`src/rtl/usb_seg.sv`:
```
module usb_seg #(
  parameter int AW = 16,
  parameter int LW = 16,
  parameter int MW = 11
) (
  input  logic          clk,
  input  logic          rst_n,
  input  logic          start,
  input  logic [AW-1:0] start_addr,
  input  logic [MW-1:0] max_pkt,
  input  logic          xparent,
  output logic          busy,
  output logic          desc_rd,
  output logic [AW-1:0] desc_addr,
  input  logic [31:0]   desc_rdata,
  output logic          byte_rd,
  output logic [AW-1:0] byte_addr,
  input  logic [7:0]    byte_rdata,
  output logic          out_valid,
  output logic [7:0]    out_data,
  output logic          out_sop,
  output logic          out_eop,
  output logic          done,
  output logic [AW-1:0] done_addr,
  output logic          done_err
);
  typedef enum logic [1:0] {S_IDLE, S_FETCH, S_STREAM, S_FIN} st_t;
  localparam logic [2:0] LAST_WORD = 3'd4;

  st_t           st;
  logic [2:0]    cnt;
  logic [AW-1:0] cur, head, baddr, nxt;
  logic [LW-1:0] rem, blen;
  logic [MW-1:0] maxp_r, pcnt;
  logic          first, xp_r, err_r;

  wire last_all = (rem == LW'(1));
  wire last_buf = (blen == LW'(1));
  wire pkt_full = ((pcnt + MW'(1)) == maxp_r);
  wire eop_i    = last_all | pkt_full | (xp_r & last_buf);
  wire [AW-1:0] link = desc_rdata[AW-1:0];

  assign busy      = (st != S_IDLE);
  assign desc_rd   = (st == S_FETCH) && (cnt < LAST_WORD);
  assign desc_addr = cur + AW'(cnt);
  assign byte_rd   = (st == S_STREAM);
  assign byte_addr = baddr;
  assign out_data  = byte_rdata;
  assign done_addr = head;
  assign done_err  = err_r;

  always_ff @(posedge clk or negedge rst_n) begin
    if (!rst_n) begin
      st <= S_IDLE; cnt <= '0; cur <= '0; head <= '0; baddr <= '0; nxt <= '0;
      rem <= '0; blen <= '0; maxp_r <= '0; pcnt <= '0; first <= 1'b0;
      xp_r <= 1'b0; err_r <= 1'b0; out_valid <= 1'b0; out_sop <= 1'b0;
      out_eop <= 1'b0; done <= 1'b0;
    end else begin
      out_valid <= 1'b0;
      done      <= 1'b0;
      case (st)
        S_IDLE: if (start) begin
          cur <= start_addr; head <= start_addr; first <= 1'b1;
          maxp_r <= max_pkt; xp_r <= xparent; cnt <= '0; err_r <= 1'b0;
          pcnt <= '0; rem <= '0; st <= S_FETCH;
        end
        S_FETCH: begin
          cnt <= cnt + 3'd1;
          case (cnt)
            3'd1: if (first) rem <= desc_rdata[LW-1:0];
            3'd2: baddr <= desc_rdata[AW-1:0];
            3'd3: blen <= desc_rdata[LW-1:0];
            3'd4: begin
              first <= 1'b0;
              cnt   <= '0;
              nxt   <= link;
              if (rem == '0) st <= S_FIN;
              else if (blen == '0) begin
                if (link == '0) begin err_r <= 1'b1; st <= S_FIN; end
                else cur <= link;
              end else st <= S_STREAM;
            end
            default: ;
          endcase
        end
        S_STREAM: begin
          out_valid <= 1'b1;
          out_sop   <= (pcnt == '0);
          out_eop   <= eop_i;
          baddr     <= baddr + AW'(1);
          blen      <= blen - LW'(1);
          rem       <= rem - LW'(1);
          pcnt      <= eop_i ? '0 : pcnt + MW'(1);
          if (last_all) st <= S_FIN;
          else if (last_buf) begin
            if (nxt == '0) begin err_r <= 1'b1; st <= S_FIN; end
            else begin cur <= nxt; cnt <= '0; st <= S_FETCH; end
          end
        end
        S_FIN: begin done <= 1'b1; st <= S_IDLE; end
        default: st <= S_IDLE;
      endcase
    end
  end

  logic          open_pkt;
  logic [MW:0]   run_len;
  wire  [MW:0]   this_len = out_sop ? (MW+1)'(1) : run_len + (MW+1)'(1);

  always_ff @(posedge clk or negedge rst_n) begin
    if (!rst_n) begin
      open_pkt <= 1'b0; run_len <= '0;
    end else if (start && !busy) begin
      open_pkt <= 1'b0; run_len <= '0;
    end else if (out_valid) begin
      open_pkt <= !out_eop;
      run_len  <= out_eop ? '0 : this_len;
    end
  end

  p_ports_exclusive_r10: assert property (@(posedge clk) disable iff (!rst_n)
    !(desc_rd && byte_rd));
  p_valid_after_read_r10: assert property (@(posedge clk) disable iff (!rst_n)
    out_valid |-> $past(byte_rd));
  p_done_alone_r7: assert property (@(posedge clk) disable iff (!rst_n)
    done |-> !out_valid && !busy && $past(busy));
  p_sop_framing_r4: assert property (@(posedge clk) disable iff (!rst_n)
    out_valid |-> (out_sop == !open_pkt));
  p_pkt_limit_r4: assert property (@(posedge clk) disable iff (!rst_n)
    out_valid |-> (this_len <= {1'b0, maxp_r}));
  p_start_ignored_r1: assert property (@(posedge clk) disable iff (!rst_n)
    (busy && start) |=> $stable(done_addr));
endmodule

```
`config.mk`:
```
export PLATFORM = sky130hd
export DESIGN_NAME = usb_seg
export DESIGN_NICKNAME = d
export VERILOG_FILES = /design/src/rtl/usb_seg.sv
export SDC_FILE = /design/constraint.sdc
export NUM_CORES = 1
export LEC_CHECK = 0
export ABC_AREA = 1
export BUFFER_PORTS_ARGS = -buffer_cell sky130_fd_sc_hd__buf_2
export CORE_AREA = 2 2 167 169
export CTS_BUF_LIST = sky130_fd_sc_hd__clkbuf_8
export DETAILED_ROUTE_END_ITERATION = 10
export DIE_AREA = 0 0 169 171
export GPL_ROUTABILITY_DRIVEN = 0
export PLACE_DENSITY = 0.54
export SKIP_LAST_GASP = 1
export SLEW_MARGIN = 5
export SYNTH_ARGS = -nofsm -noshare
export SYNTH_HDL_FRONTEND = slang
export SYNTH_SLANG_ARGS = --single-unit
```
`constraint.sdc`:
```
create_clock -name clk -period 5.39 [get_ports clk]
set_clock_uncertainty 0.15 [all_clocks]
set_input_delay 1.078 -clock clk [delete_from_list [all_inputs] [get_ports clk]]
set_output_delay 1.078 -clock clk [all_outputs]
set_load 0.05 [all_outputs]
```
# == Yosys cells after proc, flatten, opt, wreduce, memory -nomap -nowiden ==
# Cells that the tools add are included.
# word_totals
regBits,130
input_bits,71
output_inout_bits,64
word_cells,125
# classes
addsub,6
n_lt_le_gt_ge,1
n_eq_ne,26
mux,49
bitwise_logic,3
n_reduce_logical,23
# ops
op,count
16-bit two-way mux,13
16-bit case mux with 3 select lines,2
16-bit logical NOT,4
16-bit case mux with 2 select lines,2
"16-bit by 1-bit == test with 1-bit output, second input constant",2
"16-bit by 1-bit subtractor with 16-bit output, second input constant",2
11-bit two-way mux,2
11-bit case mux with 2 select lines,1
9-bit AND reduction,2
"16-bit by 1-bit adder with 16-bit output, second input constant",1
16-bit by 3-bit adder with 16-bit output,1
2-bit two-way mux,8
"2-bit by 1-bit inequality test with 1-bit output, second input constant",8
3-bit two-way mux,5
1-bit two-way mux,12
"2-bit inequality test, second input constant",6
"11-bit by 1-bit adder with 11-bit output, second input constant",1
11-bit == test,1
11-bit logical NOT,1
2-bit AND reduction,5
3-bit case mux with 3 select lines,1
2-bit case mux with 4 select lines,1
4-bit AND reduction,2
2-bit nonzero test,4
18 further kinds,21

# == Depth between registers and ports, before layout ==
# depth
depth_word,6
depth_mapped,14
depth_no_buf,14

# == Worst setup path before layout ==
# OpenSTA, ideal clock, no wires.
# synth_path
kind,reg2out
startpoint,reg cnt[0]
endpoint,out desc_addr[14]
t_arrival_ns,2.531
required_ns,4.162
slack_ns,1.631
stages_incl_launch_ff,12
path_buffers,0
cell_sequence,dfrtp_1 > ha_1 > inv_1 > fa_1 > nor2_1 > o21ai_0 > inv_1 > nand3_1 > nor2_1 > nand2_1 > nor3_1 > xor2_1
# synth_via
elab_chain_len,1
# synth_rtl
element,line_no,rtl
from (decl),31,logic [2:0] cnt;
from (signal assigned),68,cnt <= cnt + 3'd1;
16-bit by 3-bit adder with 16-bit output,45,assign desc_addr = cur + AW'(cnt);
to (decl),14,"output logic [AW-1:0] desc_addr,"
# No other way between the ends.

# == Worst setup path in the final report ==
# Same ends and word-level chain as after synthesis.

==> impl_metrics.csv <==
group,metric,value,unit
run_status,status,"finished, final reports clean",
yosys,synth-compound-area-share,13.3,%
clocking,clk_latency,0.44,ns
route,ant_nets,0,
clocking,cts_root_buffer,"clkbuf_8",
clocking,clkTransAtPathRegs,0.08,ns
route,drcViolationCount,0,
critical_path,path_cells,"ha_1 > inv_1 > fa_1 > nor2_1 > o21ai_0 > inv_1 > nand3_1 > nor2_1 > nand2_1 > nor3_1 > xor2_1 > buf_2",
placed_design,numPortBuffers,102,
yosys,synth_warnings,0,
global_routing,antenna_found_initial,0,
critical_path,critical_path_buf_inv_count,3,
yosys,yosysTopAreaCell,"dfrtp_1",
critical_path,cp.required,4.16,ns
timing,finalCritPeriodShare,76.0,%
critical_path,path_class,"register to output port",
timing,max_freq,0.244,GHz
final_layout,drive_above_1_share,19.4,%
critical_path,endpoint_kind,"output port",
route,first_iter_violations,551,
yosys,syn_area_per_cell,7.55,µm²
floorplanning,die_area,0.0289,mm²
pwr,power,5.75,mW
yosys,synth_top_area_share,40.5,%
timing,fin_crit,4.10,ns
timing,final.setup.tns,0,ns
yosys,synth_top_family_by_area,"simple AND/OR/NAND/NOR gates",
final_layout,num-nets-final,1238,
timing,slew_violations,0,
critical_path,crit_fanout,4,
clocking,postCtsSetupRepairBufs,0,
yosys,synth_ff_type,"dfrtp_1",
route,wl_per_cell,14.7,µm
final_layout,area_growth,14.8,%
yosys,async_flop_share,100,%
floorplanning,design.core.area,0.0273,mm²
clocking,cts_hold_buf,0,
timing,slew_headroom,35.5,%
yosys,synth_area_leaders,"dfrtp_1 (41%), nand2_1 (12%), o21ai_0 (6.5%)",
critical_path,slowest_delay,0.41,ns
pwr,p_per_area,624,mW/mm²
route,routed_wl,22200,µm
yosys,synthCells,1062,
yosys,synth.distinct_cells,47,
timing,tightest_slew,0.965,ns
critical_path,critical_path_arrival,2.87,ns
global_routing,groute.usage.overall,15.6,%
clocking,cts_tree,"yes",
clocking,clockBufferDepth,2,
critical_path,critPathSlowestCell,"dfrtp_1",
floorplanning,dieWidth,169,µm
floorplanning,io_pins,135,
floorplanning,start_util,29.4,%
placed_design,dpl.hpwl,15900,µm
global_routing,grt_pass1_wl,35300,µm
yosys,synth_fa_ha_area_share,3.37,%
yosys,synth_edf_count,0,
floorplanning,dieHeight,171,µm
yosys,syn_nets,1154,
clocking,cts-htree-levels,4,
yosys,synthSimpleGateAreaFrac,28.1,%
clocking,cts.repair.resized,0,
yosys,post_synth_xor_area_fraction,2.62,%
yosys,synth_common_cells,"nand2_1 (255), dfrtp_1 (130), nor2_1 (122)",
timing,setup_viol,0,
yosys,seq_area_frac_synth,40.5,%
global_routing,grt_max_degree,84,
global_routing,first_global_vias,6693,
route,vias_per_cell,4.73,
timing,hold_violations,0,
timing,rsz0062_at_grt,"false",
pwr,ir_drop,0.279,mV
floorplanning,num_rows,61,
clocking,numCtsBuffers,17,
yosys,ys_seq_elements,130,
global_routing,gr-total-overflow,0,
clocking,clock_sinks,130,
route,num_vias,7122,
final_layout,n_antenna_cell,0,
pwr,leakagePower,4.41,nW
flow_run,drv_cap,0,
critical_path,critPathLaunchType,"register",
route,first_pass_iters,5,
yosys,yosysMostFrequentCell,"nand2_1",
critical_path,critPathTopFamily,"simple AND/OR/NAND/NOR gates",
min_path,hold_class,"register to register",
yosys,synth.area.mux_share,3.48,%
yosys,netlist_area,0.00802,mm²
final_layout,num-fill-cells,2914,
## registers in the layout, summed over array words and instances (netlist names), 2 cells and up
register	cells
cur	16
pcnt	11
maxp_r	11
rem	16
cnt	3
blen	16
nxt	16
byte_addr	16
st	2
done_addr	16
## per-layer routing
metal	share of wire, %	GRT usage [%]	vias to the layer above
li1	-	-	3608
met1	51	22.3	3277
met2	42	24.0	217
met3	5.3	2.71	20
met4	1.5	4.65	0
met5	0	0	-
## report_power, final
part	internal (mW)	total [mW]	switching, mW
logic	0.914	3.15	2.23
registers	1.37	1.69	0.322
clock network	0.481	0.906	0.426
## per-stage QoR
stage	instance area [µm²]	hold WS, ns	cells	setup slack [ns]	utilization, %
after floorplan	8020	0.309	1062	1.63	-
after global placement	8790	0.306	1473	1.74	32.2
after detailed placement	8790	0.308	1473	1.72	32.2
after CTS	9210	0.328	1505	1.23	33.7
after global routing	9210	0.359	1505	1.09	33.7
final	9210	0.322	1505	1.29	33.7
## worst min-delay path, delay by kind of cell, from the launching register on
family	cells	cell delay [ns]
flops	1	0.35
simple gates	2	0.09
## area by class of cell
class                      instances  area [µm²]  area share (%)
clock buffer                      19         262            2.84
clock inverter                    13         160            1.74
inverter                         118         443            4.81
multi-input combinational        769        4080            44.3
sequential                       130        3250            35.3
tap                              346         433            4.70
timing repair buffer             110         577            6.26
## kinds of logic after synthesis
kind of cell / after synthesis
AO/OA/AOI/OAI: 187
XOR/XNOR: 24
multiplexers: 25
flip-flops: 130
adder cells (fa/ha/maj): 21
buffers and inverters: 163
AND/OR/NAND/NOR: 512
## cell usage in the layout, fill, tap and decap left out, drive strengths merged, types with 6 or more instances in the layout
cell type	count
o21ai	120
nand4	9
xor2	16
clkinv	6
inv	117
nor3	16
nand3	73
nand2	270
buf	110
clkbuf	19
a21oi	30
xnor2	8
o22ai	6
a31oi	14
dfrtp	130
nor2	133
ha	20
mux2	23
## worst paths after layout
path	start	endpoint	slack (ns)	cells past startpoint
hold / removal	done_err	done_err	0.32	2
hold reg to reg	done_err	done_err	0.32	2
max in group asynchronous	rst_n	cur[12]	3.37	2
setup / recovery	cnt[0]	desc_addr[14]	1.29	12
setup reg to reg	st[1]	byte_addr[14]	2.19	12
min in group asynchronous	rst_n	byte_addr[8]	0.56	1
Note: power is estimated with default switching activity, not from simulation.
